**src/rtl/dma_cfg_pkg.sv**
```systemverilog
package dma_cfg_pkg;
  localparam int WIN_W = 4;
  // per-channel window offsets
  localparam logic [3:0] OFS_BUF    = 4'd0;
  localparam logic [3:0] OFS_BUSA   = 4'd1;
  localparam logic [3:0] OFS_AMT    = 4'd2;
  localparam logic [3:0] OFS_PTR    = 4'd3;
  localparam logic [3:0] OFS_CNT    = 4'd6;
  // shared offsets, window 0 only
  localparam logic [3:0] OFS_CTRL   = 4'd4;
  localparam logic [3:0] OFS_ARMED  = 4'd5;
  localparam logic [3:0] OFS_IRQ    = 4'd7;
  localparam logic [3:0] OFS_TXBUF  = 4'd8;
  localparam logic [3:0] OFS_TXAMT  = 4'd9;
  localparam logic [3:0] OFS_TXCMD  = 4'd10;
  localparam logic [3:0] OFS_TXDEST = 4'd11;
  localparam logic [3:0] OFS_UNM    = 4'd12;
  // bit positions
  localparam int CFG_GO      = 0;
  localparam int CFG_RX_IE   = 1;
  localparam int CFG_UNM_IE  = 2;
  localparam int UNM_IRQ_BIT = 31;
endpackage

```
**src/rtl/dma_rx_chan_regs.sv**
```systemverilog
module dma_rx_chan_regs
  import dma_cfg_pkg::*;
#(
  parameter int DW    = 32,
  parameter int AMT_W = 16
) (
  input  logic             clk,
  input  logic             rst_n,
  input  logic             wr_en,
  input  logic [3:0]       wr_ofs,
  input  logic [DW-1:0]    wdata,
  input  logic             upd_en,
  input  logic [DW-1:0]    upd_ptr,
  input  logic [AMT_W-1:0] upd_cnt,
  input  logic             done_en,
  input  logic             armed_clr,
  output logic [DW-1:0]    buf_q,
  output logic [DW-1:0]    busa_q,
  output logic [AMT_W-1:0] amt_q,
  output logic [DW-1:0]    ptr_q,
  output logic [AMT_W-1:0] cnt_q,
  output logic             armed_q
);
  logic arm;
  assign arm = wr_en && (wr_ofs == OFS_AMT);

  always_ff @(posedge clk) begin
    if (!rst_n) begin
      buf_q   <= '0;
      busa_q  <= '0;
      amt_q   <= '0;
      ptr_q   <= '0;
      cnt_q   <= '0;
      armed_q <= 1'b0;
    end else begin
      if (wr_en && wr_ofs == OFS_BUF)  buf_q  <= wdata;
      if (wr_en && wr_ofs == OFS_BUSA) busa_q <= wdata;
      if (arm) amt_q <= wdata[AMT_W-1:0];
      // CPU arming wins over engine progress
      if (arm) begin
        ptr_q <= buf_q;
        cnt_q <= '0;
      end else if (upd_en) begin
        ptr_q <= upd_ptr;
        cnt_q <= upd_cnt;
      end
      if (arm) armed_q <= 1'b1;
      else if (done_en || armed_clr) armed_q <= 1'b0;
    end
  end
endmodule

```
**src/rtl/dma_tx_ctrl_regs.sv**
```systemverilog
module dma_tx_ctrl_regs
  import dma_cfg_pkg::*;
#(
  parameter int DW    = 32,
  parameter int AMT_W = 16
) (
  input  logic             clk,
  input  logic             rst_n,
  input  logic             wr_en,
  input  logic [3:0]       wr_ofs,
  input  logic [DW-1:0]    wdata,
  input  logic             tx_done,
  output logic [DW-1:0]    tx_buf_q,
  output logic [AMT_W-1:0] tx_amt_q,
  output logic [DW-1:0]    tx_cmd_q,
  output logic [DW-1:0]    tx_dest_q,
  output logic [15:0]      cfg_o,
  output logic             busy_q,
  output logic             start_q
);
  logic [15:1] cfg_q;
  logic        go;

  assign go    = wr_en && (wr_ofs == OFS_CTRL) && wdata[CFG_GO];
  assign cfg_o = {cfg_q, 1'b0};

  always_ff @(posedge clk) begin
    if (!rst_n) begin
      tx_buf_q  <= '0;
      tx_amt_q  <= '0;
      tx_cmd_q  <= '0;
      tx_dest_q <= '0;
      cfg_q     <= '0;
      busy_q    <= 1'b0;
      start_q   <= 1'b0;
    end else begin
      if (wr_en && wr_ofs == OFS_TXBUF)  tx_buf_q  <= wdata;
      if (wr_en && wr_ofs == OFS_TXAMT)  tx_amt_q  <= wdata[AMT_W-1:0];
      if (wr_en && wr_ofs == OFS_TXCMD)  tx_cmd_q  <= wdata;
      if (wr_en && wr_ofs == OFS_TXDEST) tx_dest_q <= wdata;
      if (wr_en && wr_ofs == OFS_CTRL)   cfg_q     <= wdata[15:1];
      start_q <= go && !busy_q;
      if (go && !busy_q) busy_q <= 1'b1;
      else if (tx_done)  busy_q <= 1'b0;
    end
  end
endmodule

```
**src/rtl/dma_irq_ctrl.sv**
```systemverilog
module dma_irq_ctrl
  import dma_cfg_pkg::*;
#(
  parameter int DW   = 32,
  parameter int NCH  = 8,
  parameter int CH_W = 3
) (
  input  logic            clk,
  input  logic            rst_n,
  input  logic            done_valid,
  input  logic [CH_W-1:0] done_chan,
  input  logic            unm_valid,
  input  logic [DW-1:0]   unm_addr,
  input  logic            clr_en,
  input  logic [31:0]     clr_mask,
  input  logic            rx_ie,
  input  logic            unm_ie,
  output logic [31:0]     irq_bits,
  output logic [DW-1:0]   unm_q,
  output logic            irq_o
);
  localparam logic [31:0] CH_MASK = (32'h1 << NCH) - 32'h1;
  localparam logic [31:0] VMASK   = CH_MASK | (32'h1 << UNM_IRQ_BIT);

  logic [31:0] set_vec;
  logic [31:0] clr_vec;

  always_comb begin
    set_vec = '0;
    for (int i = 0; i < NCH; i++)
      if (done_valid && done_chan == CH_W'(i)) set_vec[i] = 1'b1;
    if (unm_valid) set_vec[UNM_IRQ_BIT] = 1'b1;
    clr_vec = clr_en ? clr_mask : 32'h0;
  end

  always_ff @(posedge clk) begin
    if (!rst_n) begin
      irq_bits <= '0;
      unm_q    <= '0;
    end else begin
      // set wins over a same-cycle clear
      irq_bits <= ((irq_bits & ~clr_vec) | set_vec) & VMASK;
      if (unm_valid) unm_q <= unm_addr;
    end
  end

  assign irq_o = (rx_ie && |(irq_bits & CH_MASK)) || (unm_ie && irq_bits[UNM_IRQ_BIT]);
endmodule

```
**src/rtl/dma_cfg_regbank.sv**
```systemverilog
module dma_cfg_regbank
  import dma_cfg_pkg::*;
#(
  parameter int DW    = 32,
  parameter int AMT_W = 16,
  parameter int NCH   = 8,
  localparam int CH_W   = (NCH > 1) ? $clog2(NCH) : 1,
  localparam int ADDR_W = CH_W + WIN_W
) (
  input  logic               clk,
  input  logic               rst_n,
  input  logic               cfg_cs,
  input  logic               cfg_we,
  input  logic               cfg_re,
  input  logic [ADDR_W-1:0]  cfg_addr,
  input  logic [DW-1:0]      cfg_wdata,
  output logic [DW-1:0]      cfg_rdata,
  output logic               irq_o,
  output logic [NCH*DW-1:0]  rx_buf_addr_o,
  output logic [NCH*DW-1:0]  rx_bus_addr_o,
  output logic [NCH*AMT_W-1:0] rx_amount_o,
  output logic [NCH*DW-1:0]  rx_ptr_o,
  output logic [NCH-1:0]     rx_armed_o,
  input  logic               rx_upd_valid,
  input  logic [CH_W-1:0]    rx_upd_chan,
  input  logic [DW-1:0]      rx_upd_ptr,
  input  logic [AMT_W-1:0]   rx_upd_count,
  input  logic               rx_done_valid,
  input  logic [CH_W-1:0]    rx_done_chan,
  input  logic               unm_valid,
  input  logic [DW-1:0]      unm_addr,
  output logic [DW-1:0]      tx_buf_addr_o,
  output logic [AMT_W-1:0]   tx_amount_o,
  output logic [DW-1:0]      tx_cmd_o,
  output logic [DW-1:0]      tx_dest_o,
  output logic               tx_start_o,
  input  logic               tx_done
);
  logic [CH_W-1:0] win;
  logic [3:0]      ofs;
  logic            wr, win0, win_ok;

  assign win    = cfg_addr[ADDR_W-1:WIN_W];
  assign ofs    = cfg_addr[WIN_W-1:0];
  assign wr     = cfg_cs && cfg_we;
  assign win0   = (win == '0);
  assign win_ok = (int'(win) < NCH);

  logic [DW-1:0]    buf_a  [NCH];
  logic [DW-1:0]    busa_a [NCH];
  logic [AMT_W-1:0] amt_a  [NCH];
  logic [DW-1:0]    ptr_a  [NCH];
  logic [AMT_W-1:0] cnt_a  [NCH];
  logic [NCH-1:0]   armed;

  for (genvar c = 0; c < NCH; c++) begin : g_ch
    logic wr_c, upd_c, done_c, clr_c;
    assign wr_c   = wr && (win == CH_W'(c));
    assign upd_c  = rx_upd_valid && (rx_upd_chan == CH_W'(c));
    assign done_c = rx_done_valid && (rx_done_chan == CH_W'(c));
    assign clr_c  = wr && win0 && (ofs == OFS_ARMED) && cfg_wdata[c];

    dma_rx_chan_regs #(.DW(DW), .AMT_W(AMT_W)) u_ch (
      .clk(clk), .rst_n(rst_n),
      .wr_en(wr_c), .wr_ofs(ofs), .wdata(cfg_wdata),
      .upd_en(upd_c), .upd_ptr(rx_upd_ptr), .upd_cnt(rx_upd_count),
      .done_en(done_c), .armed_clr(clr_c),
      .buf_q(buf_a[c]), .busa_q(busa_a[c]), .amt_q(amt_a[c]),
      .ptr_q(ptr_a[c]), .cnt_q(cnt_a[c]), .armed_q(armed[c])
    );

    assign rx_buf_addr_o[c*DW +: DW]     = buf_a[c];
    assign rx_bus_addr_o[c*DW +: DW]     = busa_a[c];
    assign rx_amount_o[c*AMT_W +: AMT_W] = amt_a[c];
    assign rx_ptr_o[c*DW +: DW]          = ptr_a[c];
  end
  assign rx_armed_o = armed;

  logic [15:0] cfg_w;
  logic        tx_busy;

  dma_tx_ctrl_regs #(.DW(DW), .AMT_W(AMT_W)) u_tx (
    .clk(clk), .rst_n(rst_n),
    .wr_en(wr && win0), .wr_ofs(ofs), .wdata(cfg_wdata),
    .tx_done(tx_done),
    .tx_buf_q(tx_buf_addr_o), .tx_amt_q(tx_amount_o),
    .tx_cmd_q(tx_cmd_o), .tx_dest_q(tx_dest_o),
    .cfg_o(cfg_w), .busy_q(tx_busy), .start_q(tx_start_o)
  );

  logic [31:0]   irq_bits;
  logic [DW-1:0] unm_q;

  dma_irq_ctrl #(.DW(DW), .NCH(NCH), .CH_W(CH_W)) u_irq (
    .clk(clk), .rst_n(rst_n),
    .done_valid(rx_done_valid), .done_chan(rx_done_chan),
    .unm_valid(unm_valid), .unm_addr(unm_addr),
    .clr_en(wr && win0 && (ofs == OFS_IRQ)), .clr_mask(cfg_wdata[31:0]),
    .rx_ie(cfg_w[CFG_RX_IE]), .unm_ie(cfg_w[CFG_UNM_IE]),
    .irq_bits(irq_bits), .unm_q(unm_q), .irq_o(irq_o)
  );

  logic [DW-1:0] rd_word;
  always_comb begin
    rd_word = '0;
    if (win_ok) begin
      case (ofs)
        OFS_BUF:  rd_word = buf_a[win];
        OFS_BUSA: rd_word = busa_a[win];
        OFS_AMT:  rd_word = DW'(amt_a[win]);
        OFS_PTR:  rd_word = ptr_a[win];
        OFS_CNT:  rd_word = DW'(cnt_a[win]);
        default:  rd_word = '0;
      endcase
    end
    if (win0) begin
      case (ofs)
        OFS_CTRL:   rd_word = DW'({15'b0, tx_busy, cfg_w});
        OFS_ARMED:  rd_word = DW'(armed);
        OFS_IRQ:    rd_word = DW'(irq_bits);
        OFS_TXBUF:  rd_word = tx_buf_addr_o;
        OFS_TXAMT:  rd_word = DW'(tx_amount_o);
        OFS_TXCMD:  rd_word = tx_cmd_o;
        OFS_TXDEST: rd_word = tx_dest_o;
        OFS_UNM:    rd_word = unm_q;
        default:    ;
      endcase
    end
  end

  always_ff @(posedge clk) begin
    if (!rst_n) cfg_rdata <= '0;
    else if (cfg_cs && cfg_re) cfg_rdata <= rd_word;
  end
endmodule

```
**config.mk**
```make
export PLATFORM = sky130hd
export DESIGN_NAME = dma_cfg_regbank
export DESIGN_NICKNAME = d
export VERILOG_FILES = /design/src/rtl/dma_cfg_pkg.sv /design/src/rtl/dma_rx_chan_regs.sv /design/src/rtl/dma_tx_ctrl_regs.sv /design/src/rtl/dma_irq_ctrl.sv /design/src/rtl/dma_cfg_regbank.sv
export SDC_FILE = /design/constraint.sdc
export NUM_CORES = 2
export LEC_CHECK = 0
export BUFFER_PORTS_ARGS = -buffer_cell sky130_fd_sc_hd__buf_2
export CAP_MARGIN = 25
export CORE_AREA = 3 3 465 467
export CTS_BUF_LIST = sky130_fd_sc_hd__clkbuf_16
export DETAILED_ROUTE_END_ITERATION = 16
export DIE_AREA = 0 0 468 470
export GPL_ROUTABILITY_DRIVEN = 0
export SLEW_MARGIN = 20
export SYNTH_ARGS = -nofsm -noshare
export SYNTH_HDL_FRONTEND = slang
export SYNTH_HIERARCHICAL = 1
export SYNTH_SLANG_ARGS = --single-unit
```
**constraint.sdc**
```tcl
create_clock -name clk -period 3.5 [get_ports clk]
set_input_delay 0.35 -clock clk [delete_from_list [all_inputs] [get_ports clk]]
set_output_delay 0.35 -clock clk [all_outputs]
set_load 0.1 [all_outputs]
```
==> results by group <==
Clock network
  – CTS tree: yes
  – CTS buffer count: 147
  – Reg clk slew, reported paths: 0.05 ns
  – Root Driver: clkbuf_16
  – Worst skew pair latency: 0.83 ns
  – Clock net sink count: 1,234
  – CTS H-Tree Depth: 4
  – Cts repair resizes: 0
  – Clk buf depth: 3

Synth
  – Synth Register Bits: 1,234
  – Synth top area share: 42.2%
  – FFs w/ async S/R, synth: 0%
  – Synth Warn #: 6
  – Seq/Total Area, Yosys: 42.2%
  – Number of flops mapped to enable cells by yosys: 0
  – Post-Synthesis Cell Area: 0.0586 mm2
  – Most used DFF post-synth: dfxtp_1
  – Unique masters post-synth: 81
  – Syn Inst Count: 5,715
  – Mapped Avg Cell Area: 10.3 um2
  – Synth area leaders: dfxtp_1 (42%), mux2i_1 (17%), mux4_2 (9.5%), nand2_1 (7.5%), mux2_2 (5.5%)
  – Dominant cell type by area after synthesis: dfxtp_1

Floorplanning
  – Die Footprint: 0.220 mm2
  – Chip Height: 470 um
  – Core ar.: 0.212 mm2
  – Rows: 169
  – DIE WIDTH: 468 um
  – Initial Util: 27.6%
  – Ports: 1,184

Final layout
  – Most frequent cells in the layout: dfxtp_1 (1,234), buf_2 (1,177), nand2_1 (1,170)
  – Final Cell Area: 0.0730 mm2
  – Area delta synth->final: 24.6%
  – Layout cell share with drive strength beyond 1: 32.1%
  – Commonest non-fill, non-tap cell in the layout: dfxtp_1
  – Fillcell total: 21,467
  – Net count, final: 6,933

Worst setup path
  – Crit-path cells: buf_8 > buf_12 > buf_4 > mux4_2 > mux2i_1 > o22ai_1 > nor3_1 > nor3_1
  – CP bufs+invs: 3
  – Critical path's slowest cell: nor3_1
  – R2R setup slack: 1.04 ns
  – Critical path type: primary input to register
  – Reg-to-Reg Start: g_ch[4].u_ch/buf_q[21]
  – FF-to-FF path depth: 5
  – CP delay by family, top: simple AND/OR/NAND/NOR gates
  – WP data arrival: 3.35 ns
  – Crit-path max FO: 38
  – Most frequent CP cell: nor3_1
  – Capturing point of the worst reg2reg path: cfg_rdata[21]
  – CP startpoint kind: primary input
  – CP endpoint kind: register
  – CP required: 4.14 ns
  – Worst stage delay on the critical path: 0.85 ns

Timing
  – Tmin final: 2.71 ns
  – RSZ-0062 raised after global routing: false
  – Fin. Hold Viols: 0
  – Clk_skew: 0.0446 ns
  – Achievable clock frequency: 369 MHz
  – Setup-failing EPs final: 0
  – Slew HR: 21.9%
  – Worst-margin pin slew: 1.17 ns
  – Fin crit share: 77.4%
  – Max Slew Vio Count: 0
  – Setup TNS: 0 ns

Placed design
  – Detailed placer's ending HPWL: 291,000 um
  – Placed Area: 0.0677 mm2
  – Buffers on Ports: 1,183

Global route
  – Vias in the first global route: 51,879
  – GR Util All Layers: 32.8%
  – First-pass GRT wire length: 493,000 um
  – Antenna violations before repair: 76
  – Largest net degree at the start of global routing: 100
  – Gr ovfl total: 0

Power and ir drop
  – Leakage: 32.4 nW
  – Peak supply drop: 507 uV
  – Pwr dens: 453 mW/mm2
  – Total power: 0.0331 W

Hold path
  – Worst-case hold path end point: u_irq/unm_q[26]
  – Hold_sp: rst_n
  – Hold Path Class: primary input to register
  – Hold depth: 2

Route
  – Initial DRC Count: 7,675
  – DRC: 0
  – DRT Wirelength: 378,000 um
  – Post-DRT Antenna Nets: 0
  – DR vias: 55,569
  – DR pass1 iterations: 8
  – Routed WL per cell: 38.8 um
  – Via/cell ratio: 5.70

Flow run
  – Maxcap violations: 0

Status
  – Status: complete, no violations
## sequential cells by signal (all words and copies together), names as in the netlist
signal / cells
g_ch.u_ch/busa_q: 256
u_tx/start_q: 1
u_tx/tx_amt_q: 16
u_irq/unm_q: 32
u_tx/cfg_q: 15
u_irq/irq_bits: 9
g_ch.u_ch/buf_q: 256
cfg_rdata: 32
g_ch.u_ch/armed_q: 8
g_ch.u_ch/ptr_q: 256
u_tx/tx_cmd_q: 32
u_tx/tx_dest_q: 32
u_tx/busy_q: 1
u_tx/tx_buf_q: 32
g_ch.u_ch/amt_q: 128
g_ch.u_ch/cnt_q: 128
## stage by stage
step | instances | util (%) | hold slack (ns) | worst slack (ns)
6_report | 9754 | 34.4 | 0.0238 | 0.790
5_1_grt | 9740 | 34.4 | 0.0358 | 0.726
4_1_cts | 9731 | 34.4 | 0.000205 | 0.889
3_5_place_dp | 9411 | 31.9 | 0.453 | 0.0330
3_3_place_gp | 9402 | 31.8 | 0.448 | 0.0842
2_1_floorplan | 5737 | - | 0.436 | 0.526
## cells in the mapped netlist, types with 4 or more instances
cell,number
buf_8,25
buf_2,96
mux2i_1,983
mux2_2,285
buf_4,73
nor4_1,4
nand2_1,1171
o31ai_1,6
nor3_1,16
o211ai_1,265
nor3b_1,4
o22ai_1,23
a22o_1,5
nand3_1,43
a221oi_1,32
and3b_1,6
nor3_2,8
o21a_1,6
o21ai_1,33
and2_1,11
mux4_2,248
buf_6,42
inv_1,4
a32oi_1,8
or2_1,8
nor2b_1,39
dfxtp_1,1234
a21boi_0,15
buf_12,5
a221oi_2,4
or3b_1,16
a21oi_1,42
o21ai_0,290
nand2b_1,18
and3_1,6
a22oi_1,67
a211oi_1,9
clkbuf_1,277
a31oi_1,16
nand3b_1,5
nor2_1,180
buf_1,27
o221ai_1,5
## how the worst max path moves through the flow
stage	start	end	cells after the start
floorplan	cfg_addr[6]	g_ch[5].u_ch/busa_q[16]	12
global placement	cfg_addr[4]	cfg_rdata[21]	8
detailed placement	cfg_addr[4]	cfg_rdata[21]	8
CTS	cfg_addr[4]	cfg_rdata[21]	8
global route	cfg_addr[4]	cfg_rdata[21]	8
finish	cfg_addr[4]	cfg_rdata[21]	8
## timing repair
| item | in CTS | in global routing |
|---|---|---|
| hold buffers | 59 | 0 |
| hold endpoints to repair | 190 | 0 |
| buffers inserted | 0 | 0 |
## cell type report
class	count	area [um2]	area share (%)
Multi-Input combinational cell	3952	31000	42.5
Tap cell	2821	3530	4.84
Sequential cell	1234	24700	33.8
Inverter	5	21.3	0.0291
Clock buffer	151	3780	5.18
Timing Repair Buffer	1459	8990	12.3
Antenna cell	22	55.1	0.0754
Clock inverter	110	861	1.18
## where the power goes
part	internal (W)	total, W	switching, W
combinational	0.000850	0.00346	0.00261
sequential	0.0142	0.0143	0.000141
clock	0.00839	0.0153	0.00687
## per-layer routing
layer | GRT usage [%] | vias up | wire length [um]
met1 | 40.5 | 27936 | 143000
li1 | - | 22796 | -
met4 | 16.4 | 22 | 23200
met5 | 0 | - | 156
met2 | 45.2 | 4101 | 149000
met3 | 18.6 | 714 | 62900
## cells by family (layout without fill, tap and decap cells)
| family | Yosys count | count (layout) | synth area share, % |
|---|---|---|---|
| mux | 1517 | 1517 | 31.8 |
| simple gates | 1562 | 1562 | 11.1 |
| other cells | 2 | 46 | 0.0128 |
| flops | 1234 | 1234 | 42.2 |
| compound gates | 849 | 849 | 9.52 |
| buf+inv | 551 | 1725 | 5.36 |
Note: power is estimated with default switching activity, not from simulation.
